--- src/rtl/lbist_pkg.sv ---
package lbist_pkg;
  typedef enum logic [2:0] {
    ST_IDLE,
    ST_SHIFT,
    ST_CAPTURE,
    ST_UNLOAD,
    ST_DONE
  } lbist_state_e;
endpackage

--- src/rtl/lbist_lfsr.sv ---
module lbist_lfsr #(
  parameter int unsigned      WIDTH = 16,
  parameter logic [WIDTH-1:0] TAPS  = 16'hB400,
  parameter logic [WIDTH-1:0] SEED  = 16'hACE1
) (
  input  logic             clk_i,
  input  logic             rst_ni,
  input  logic             load_i,
  input  logic             adv_i,
  output logic [WIDTH-1:0] state_o
);
  logic [WIDTH-1:0] lfsr_q;
  logic             fb;

  assign fb = ^(lfsr_q & TAPS);

  always_ff @(posedge clk_i or negedge rst_ni) begin
    if (!rst_ni)     lfsr_q <= SEED;
    else if (load_i) lfsr_q <= SEED;
    else if (adv_i)  lfsr_q <= {lfsr_q[WIDTH-2:0], fb};
  end

  assign state_o = lfsr_q;

  p_lfsr_nonzero_r3: assert property (@(posedge clk_i) disable iff (!rst_ni)
    lfsr_q != '0);
  p_lfsr_hold_r3: assert property (@(posedge clk_i) disable iff (!rst_ni)
    (!adv_i && !load_i) |=> $stable(lfsr_q));
endmodule

--- src/rtl/lbist_misr.sv ---
module lbist_misr #(
  parameter int unsigned      WIDTH = 16,
  parameter int unsigned      IN_W  = 4,
  parameter logic [WIDTH-1:0] TAPS  = 16'hB400
) (
  input  logic             clk_i,
  input  logic             rst_ni,
  input  logic             clr_i,
  input  logic             en_i,
  input  logic [IN_W-1:0]  data_i,
  output logic [WIDTH-1:0] sig_o
);
  logic [WIDTH-1:0] misr_q;
  logic             fb;

  assign fb = ^(misr_q & TAPS);

  always_ff @(posedge clk_i or negedge rst_ni) begin
    if (!rst_ni)     misr_q <= '0;
    else if (clr_i)  misr_q <= '0;
    else if (en_i)   misr_q <= {misr_q[WIDTH-2:0], fb} ^ WIDTH'(data_i);
  end

  assign sig_o = misr_q;

  p_misr_clear_r4: assert property (@(posedge clk_i) disable iff (!rst_ni)
    clr_i |=> (misr_q == '0));
  p_misr_hold_r4: assert property (@(posedge clk_i) disable iff (!rst_ni)
    (!clr_i && !en_i) |=> $stable(misr_q));
endmodule

--- src/rtl/lbist_phase_dec.sv ---
module lbist_phase_dec #(
  parameter int unsigned PAT_CNT_W      = 8,
  parameter int unsigned NUM_PHASES     = 4,
  parameter int unsigned PHASE_LEN_LOG2 = 1,
  parameter int unsigned TP_PER_PHASE   = 2,
  localparam int unsigned NUM_TP        = NUM_PHASES * TP_PER_PHASE
) (
  input  logic                 clk_i,
  input  logic                 rst_ni,
  input  logic [PAT_CNT_W-1:0] pat_idx_i,
  input  logic                 active_i,
  output logic [NUM_TP-1:0]    tp_en_o
);
  logic [PAT_CNT_W-1:0]  phase;
  logic [NUM_PHASES-1:0] phase_sel;

  assign phase = (pat_idx_i >> PHASE_LEN_LOG2) % PAT_CNT_W'(NUM_PHASES);

  for (genvar p = 0; p < NUM_PHASES; p++) begin : g_phase
    assign phase_sel[p] = active_i && (phase == PAT_CNT_W'(p));
    assign tp_en_o[p*TP_PER_PHASE +: TP_PER_PHASE] = {TP_PER_PHASE{phase_sel[p]}};
  end

  p_tp_onegroup_r5: assert property (@(posedge clk_i) disable iff (!rst_ni)
    $countones(tp_en_o) == (active_i ? TP_PER_PHASE : 0));
  p_tp_off_r5: assert property (@(posedge clk_i) disable iff (!rst_ni)
    !active_i |-> (tp_en_o == '0));
  p_phase_onehot_r5: assert property (@(posedge clk_i) disable iff (!rst_ni)
    $onehot0(phase_sel));
endmodule

--- src/rtl/lbist_ctrl.sv ---
module lbist_ctrl
  import lbist_pkg::*;
#(
  parameter int unsigned CHAIN_LEN = 8,
  parameter int unsigned PAT_CNT_W = 8,
  localparam int unsigned BIT_W    = (CHAIN_LEN > 1) ? $clog2(CHAIN_LEN) : 1
) (
  input  logic                 clk_i,
  input  logic                 rst_ni,
  input  logic                 start_i,
  input  logic [PAT_CNT_W-1:0] pat_count_i,
  output logic                 scan_en_o,
  output logic                 lfsr_adv_o,
  output logic                 seed_load_o,
  output logic                 misr_en_o,
  output logic                 misr_clr_o,
  output logic [PAT_CNT_W-1:0] pat_idx_o,
  output logic                 pat_active_o,
  output logic                 done_o
);
  lbist_state_e         state_q, state_d;
  logic [BIT_W-1:0]     bit_q, bit_d;
  logic [PAT_CNT_W-1:0] pat_q, pat_d;
  logic [PAT_CNT_W-1:0] num_q, num_d;
  logic                 accept;
  logic                 last_bit;
  logic                 last_pat;

  assign accept   = start_i && (state_q == ST_IDLE || state_q == ST_DONE);
  assign last_bit = (bit_q == BIT_W'(CHAIN_LEN - 1));
  assign last_pat = ((pat_q + PAT_CNT_W'(1)) == num_q);

  always_comb begin
    state_d = state_q;
    bit_d   = bit_q;
    pat_d   = pat_q;
    num_d   = num_q;
    unique case (state_q)
      ST_IDLE, ST_DONE: begin
        if (start_i) begin
          num_d   = pat_count_i;
          pat_d   = '0;
          bit_d   = '0;
          state_d = (pat_count_i == '0) ? ST_DONE : ST_SHIFT;
        end
      end
      ST_SHIFT: begin
        if (last_bit) begin
          bit_d   = '0;
          state_d = ST_CAPTURE;
        end else begin
          bit_d = bit_q + BIT_W'(1);
        end
      end
      ST_CAPTURE: begin
        pat_d   = pat_q + PAT_CNT_W'(1);
        state_d = last_pat ? ST_UNLOAD : ST_SHIFT;
      end
      ST_UNLOAD: begin
        if (last_bit) begin
          bit_d   = '0;
          state_d = ST_DONE;
        end else begin
          bit_d = bit_q + BIT_W'(1);
        end
      end
      default: state_d = ST_IDLE;
    endcase
  end

  always_ff @(posedge clk_i or negedge rst_ni) begin
    if (!rst_ni) begin
      state_q <= ST_IDLE;
      bit_q   <= '0;
      pat_q   <= '0;
      num_q   <= '0;
    end else begin
      state_q <= state_d;
      bit_q   <= bit_d;
      pat_q   <= pat_d;
      num_q   <= num_d;
    end
  end

  assign scan_en_o    = (state_q == ST_SHIFT) || (state_q == ST_UNLOAD);
  assign lfsr_adv_o   = scan_en_o;
  assign seed_load_o  = accept;
  assign misr_clr_o   = accept;
  // first shift pass unloads uninitialized chains: keep it out of the signature
  assign misr_en_o    = ((state_q == ST_SHIFT) && (pat_q != '0)) || (state_q == ST_UNLOAD);
  assign pat_idx_o    = pat_q;
  assign pat_active_o = (state_q == ST_SHIFT) || (state_q == ST_CAPTURE);
  assign done_o       = (state_q == ST_DONE);

  p_capture_single_r2: assert property (@(posedge clk_i) disable iff (!rst_ni)
    (state_q == ST_CAPTURE) |=> (state_q == ST_SHIFT || state_q == ST_UNLOAD));
  p_shift_to_capture_r2: assert property (@(posedge clk_i) disable iff (!rst_ni)
    (state_q == ST_SHIFT && last_bit) |=> (state_q == ST_CAPTURE));
  p_busy_start_ignored_r8: assert property (@(posedge clk_i) disable iff (!rst_ni)
    (start_i && scan_en_o) |=> $stable(num_q));
  p_first_pass_masked_r10: assert property (@(posedge clk_i) disable iff (!rst_ni)
    (state_q == ST_SHIFT && pat_q == '0) |-> !misr_en_o);
endmodule

--- src/rtl/lbist_engine.sv ---
module lbist_engine #(
  parameter int unsigned NUM_CHAINS     = 4,
  parameter int unsigned CHAIN_LEN      = 8,
  parameter int unsigned LFSR_W         = 16,
  parameter logic [LFSR_W-1:0] LFSR_TAPS = 16'hB400,
  parameter logic [LFSR_W-1:0] LFSR_SEED = 16'hACE1,
  parameter int unsigned MISR_W         = 16,
  parameter logic [MISR_W-1:0] MISR_TAPS = 16'hB400,
  parameter int unsigned PAT_CNT_W      = 8,
  parameter int unsigned NUM_PHASES     = 4,
  parameter int unsigned PHASE_LEN_LOG2 = 1,
  parameter int unsigned TP_PER_PHASE   = 2,
  localparam int unsigned NUM_TP        = NUM_PHASES * TP_PER_PHASE
) (
  input  logic                  clk_i,
  input  logic                  rst_ni,
  input  logic                  start_i,
  input  logic [PAT_CNT_W-1:0]  pat_count_i,
  output logic                  scan_en_o,
  output logic [NUM_CHAINS-1:0] scan_in_o,
  input  logic [NUM_CHAINS-1:0] scan_out_i,
  output logic [NUM_TP-1:0]     tp_en_o,
  input  logic [NUM_TP-1:0]     tp_nodes_i,
  output logic [NUM_TP-1:0]     tp_nodes_o,
  output logic [MISR_W-1:0]     signature_o,
  output logic                  done_o
);
  logic                 lfsr_adv, seed_load, misr_en, misr_clr, pat_active;
  logic [PAT_CNT_W-1:0] pat_idx;
  logic [LFSR_W-1:0]    lfsr_state;

  lbist_ctrl #(
    .CHAIN_LEN (CHAIN_LEN),
    .PAT_CNT_W (PAT_CNT_W)
  ) u_ctrl (
    .clk_i        (clk_i),
    .rst_ni       (rst_ni),
    .start_i      (start_i),
    .pat_count_i  (pat_count_i),
    .scan_en_o    (scan_en_o),
    .lfsr_adv_o   (lfsr_adv),
    .seed_load_o  (seed_load),
    .misr_en_o    (misr_en),
    .misr_clr_o   (misr_clr),
    .pat_idx_o    (pat_idx),
    .pat_active_o (pat_active),
    .done_o       (done_o)
  );

  lbist_lfsr #(
    .WIDTH (LFSR_W),
    .TAPS  (LFSR_TAPS),
    .SEED  (LFSR_SEED)
  ) u_prpg (
    .clk_i   (clk_i),
    .rst_ni  (rst_ni),
    .load_i  (seed_load),
    .adv_i   (lfsr_adv),
    .state_o (lfsr_state)
  );

  for (genvar c = 0; c < NUM_CHAINS; c++) begin : g_chain
    assign scan_in_o[c] = lfsr_state[LFSR_W-1-c];
  end

  lbist_misr #(
    .WIDTH (MISR_W),
    .IN_W  (NUM_CHAINS),
    .TAPS  (MISR_TAPS)
  ) u_misr (
    .clk_i  (clk_i),
    .rst_ni (rst_ni),
    .clr_i  (misr_clr),
    .en_i   (misr_en),
    .data_i (scan_out_i),
    .sig_o  (signature_o)
  );

  lbist_phase_dec #(
    .PAT_CNT_W      (PAT_CNT_W),
    .NUM_PHASES     (NUM_PHASES),
    .PHASE_LEN_LOG2 (PHASE_LEN_LOG2),
    .TP_PER_PHASE   (TP_PER_PHASE)
  ) u_phase (
    .clk_i     (clk_i),
    .rst_ni    (rst_ni),
    .pat_idx_i (pat_idx),
    .active_i  (pat_active),
    .tp_en_o   (tp_en_o)
  );

  for (genvar k = 0; k < NUM_TP; k++) begin : g_tp
    assign tp_nodes_o[k] = tp_nodes_i[k] & ~tp_en_o[k];
  end

  p_done_hold_r7: assert property (@(posedge clk_i) disable iff (!rst_ni)
    (done_o && !start_i) |=> (done_o && $stable(signature_o)));
  p_done_quiet_r7: assert property (@(posedge clk_i) disable iff (!rst_ni)
    done_o |-> (!scan_en_o && tp_en_o == '0));
endmodule

--- config.mk ---
export PLATFORM = sky130hd
export DESIGN_NAME = lbist_engine
export DESIGN_NICKNAME = d
export VERILOG_FILES = /design/src/rtl/lbist_pkg.sv /design/src/rtl/lbist_lfsr.sv /design/src/rtl/lbist_misr.sv /design/src/rtl/lbist_phase_dec.sv /design/src/rtl/lbist_ctrl.sv /design/src/rtl/lbist_engine.sv
export SDC_FILE = /design/constraint.sdc
export NUM_CORES = 1
export LEC_CHECK = 0
export ABC_AREA = 1
export BUFFER_PORTS_ARGS = -buffer_cell sky130_fd_sc_hd__buf_2
export CAP_MARGIN = 40
export CORE_UTILIZATION = 45
export CTS_CLUSTER_SIZE = 16
export DETAILED_ROUTE_END_ITERATION = 6
export PLACE_DENSITY = 0.74
export SLEW_MARGIN = 20
export SYNTH_ARGS = -nofsm -noshare
export SYNTH_HDL_FRONTEND = slang
export SYNTH_SLANG_ARGS = --single-unit
export TNS_END_PERCENT = 20
--- constraint.sdc ---
create_clock -name clk_i -period 1.8 [get_ports clk_i]
set_input_delay 0.18 -clock clk_i [delete_from_list [all_inputs] [get_ports clk_i]]
set_output_delay 0.18 -clock clk_i [all_outputs]
set_load 0.005 [all_outputs]
==> results.json <==
{
  "min_path_cells": 3,
  "status": "finished clean",
  "r2r_cells": 7,
  "port_buffers": 60,
  "grt_pass1_vias": 2124,
  "ys_ff_latch": 54,
  "avgRoutedWirePerCell_um": 12.4,
  "finClkSkew_ns": 0.0132,
  "hold_path.class": "input pin to flip-flop",
  "num_io_pins": 61,
  "yosysUniqueCellTypes": 31,
  "synth_nets": 350,
  "start_util_pct": 47.9,
  "finalWirelength_um": 5790,
  "antenna_cells": 0,
  "tritoncts": "yes",
  "hold_viol": 0,
  "dp_slack_ns": 0.0766,
  "die_h_um": 79.5,
  "synth.avg_cell_area_um2": 8.37,
  "timing.rr.start": "u_ctrl.pat_idx_o[1]$_DFFE_PN0P_",
  "critPathKind": "flip-flop to output pin",
  "end_kind": "output pin",
  "drc": 0,
  "viasPerCell": 4.92,
  "clkTransAtPathRegs_ns": 0.10,
  "drt_iter0_markers": 89,
  "place_congestion": 0.870,
  "core-area_um2": 5640,
  "static-leakage-power_nw": 1.67,
  "hold_ws_ns": 0.0803,
  "critPathLaunch": "u_ctrl.state_q[2]$_DFFE_PN0P_",
  "antenna_found_initial": 0,
  "rsz0062_at_grt": "true",
  "yosysWarnings": 0,
  "area_growth_pct": 21.7,
  "arrival_ns": 1.53,
  "rr_endpoint": "u_misr.sig_o[2]$_DFFE_PN0P_",
  "vias": 2291,
  "stdcell_count": 466,
  "drt-pass1-iter-count": 4,
  "postRouteAntennaNets": 0,
  "fmax_ghz": 0.586,
  "setup_viol": 0,
  "cp_max_fo": 4,
  "grt_util_all_layers_pct": 19.8,
  "maxSlewHeadroom_pct": 73.9,
  "cts_buffers": 5,
  "clock-sinks": 54,
  "fin_crit_ns": 1.71,
  "worst_slew_pin_slew_ns": 0.392,
  "dp_hpwl_um": 4280,
  "crit_required_ns": 1.62,
  "rows": 27,
  "num-nets-final": 420,
  "die_area_um2": 6330,
  "htreeDepth": 2,
  "min_from": "pat_count_i[1]",
  "syn_inst": 323,
  "reg2reg_slack_ns": 0.15,
  "power_density_nw_per_um2": 1460,
  "cts_buffer_depth": 2,
  "maxSlewViolCount": 0,
  "layout_common_cells": "65 x nand2_1, 60 x buf_2, 47 x inv_1, 46 x dfrtp_1",
  "grt_pass1_wl_um": 9630,
  "maxCapViolations": 0,
  "chipWidth_um": 79.5,
  "synth_seq_area_share_pct": 50.3,
  "layout-drive-gt1-share_pct": 28.4,
  "placed_cells": 450,
  "clk_latency_ns": 0.31,
  "final.setup.worst_slack_ns": 0.0922,
  "crit_path_start_kind": "flip-flop",
  "period_share_pct": 94.9,
  "grt_max_degree": 31,
  "vdd_ir_drop_max_mv": 0.874,
  "grt.overflow.total": 0,
  "mappedNetlistArea_um2": 2710,
  "final_common_cell": "nand2_1",
  "whs_endpoint": "u_ctrl.num_q[1]$_DFFE_PN0P_",
  "root_buffer": "clkbuf_8"
}
worst max path at each step:
stage,to,slack (ns),cells past startpoint
after floorplan,tp_en_o[5],0.27,8
after global placement,tp_nodes_o[6],0.15,9
after detailed placement,tp_nodes_o[6],0.08,9
after CTS,tp_nodes_o[0],0.004,9
after global routing,u_ctrl.state_q[1]$_DFFE_PN0P_,-0.04,11
final,tp_nodes_o[4],0.09,9
kinds of logic after synthesis:
logic type,share of synthesized area (%)
AO/OA/AOI/OAI,12.6
adder cells (fa/ha/maj),1.85
AND/OR/NAND/NOR,21.0
flip-flops,50.3
buffers and inverters,11.0
XOR/XNOR,3.24
sequential cells by signal, indices dropped and copies added, names as in the netlist:
register,count
u_ctrl.bit_q,3
u_ctrl.state_q,3
u_prpg.state_o,16
u_ctrl.num_q,8
u_misr.sig_o,16
u_ctrl.pat_idx_o,8
through the flow:
step	instance area, um^2	util [%]	total power [mW]	setup TNS, ns
final	3290	58.4	4.81	0
after global routing	3290	58.4	5.25	-0.0748
after CTS	3230	57.3	4.76	0
after detailed placement	3080	54.6	3.98	0
after global placement	3080	54.6	3.91	0
after floorplan	2710	-	3.37	0
power by group:
| group | switching, mW | leakage, nW | internal (mW) |
|---|---|---|---|
| Clock | 0.369 | 0.0395 | 0.278 |
| Combinational | 1.27 | 0.937 | 0.928 |
| Sequential | 0.277 | 0.691 | 1.69 |
cells in the mapped netlist:
cell type,number,share of area (%)
xnor2_1,9,2.9
nor3_2,3,1.1
o21ai_1,2,0.37
clkbuf_1,4,0.55
a21oi_1,1,0.18
nor2_4,1,0.42
a211o_1,1,0.32
nor3_1,1,0.18
ha_1,4,1.9
nand3b_1,3,0.83
dfstp_2,8,7.8
nand2_1,69,9.6
inv_2,4,0.55
o211ai_1,4,1.1
a2bb2oi_2,1,0.55
buf_2,4,0.74
o21ai_2,1,0.32
o22ai_1,18,4.2
nand3_1,25,4.6
nor2_2,2,0.46
a22o_1,2,0.65
nor2_1,22,3.1
nand4_1,2,0.46
o21ai_0,24,4.4
or2_1,1,0.23
xor2_1,1,0.32
dfrtp_1,46,43
a31oi_1,1,0.23
inv_1,50,6.9
o21bai_1,1,0.28
buf_4,8,2.2
critical path: stages (launching register included):
cell and delay (ns):
dfrtp_1 0.40, inv_2 0.08, nand2_4 0.06, nor2_4 0.11, inv_4 0.05, nand2_4 0.08, inv_6 0.05, nor3_4 0.19
nor2_1 0.06, buf_2 0.12
routing by layer:
| metal | part of all wire (%) | vias up | GRT usage [%] |
|---|---|---|---|
| met4 | 0.79 | 0 | 5.64 |
| met3 | 4.4 | 4 | 3.89 |
| li1 | - | 1176 | - |
| met2 | 52 | 62 | 34.9 |
| met1 | 43 | 1049 | 24.6 |
| met5 | 0 | - | 0 |
what timing repair did:
item / in CTS / in global routing
setup endpoints to repair: 16 / 29
resized for setup: 11 / 8
buffers inserted: 3 / 4
endpoints found under the hold margin: 21 / 0
hold buffers: 1 / 0
pin swaps: 2 / 5
gates cloned: 0 / 0
cell type report:
cell class | instances | area, um^2
clock buffers | 8 | 80.1
fillers | 513 | 2350
inverters | 54 | 210
multi-input cells | 199 | 1100
flip-flops and latches | 54 | 1360
well taps | 72 | 90.1
repair buffers | 79 | 445
Power figures use the tool's default switching activity.
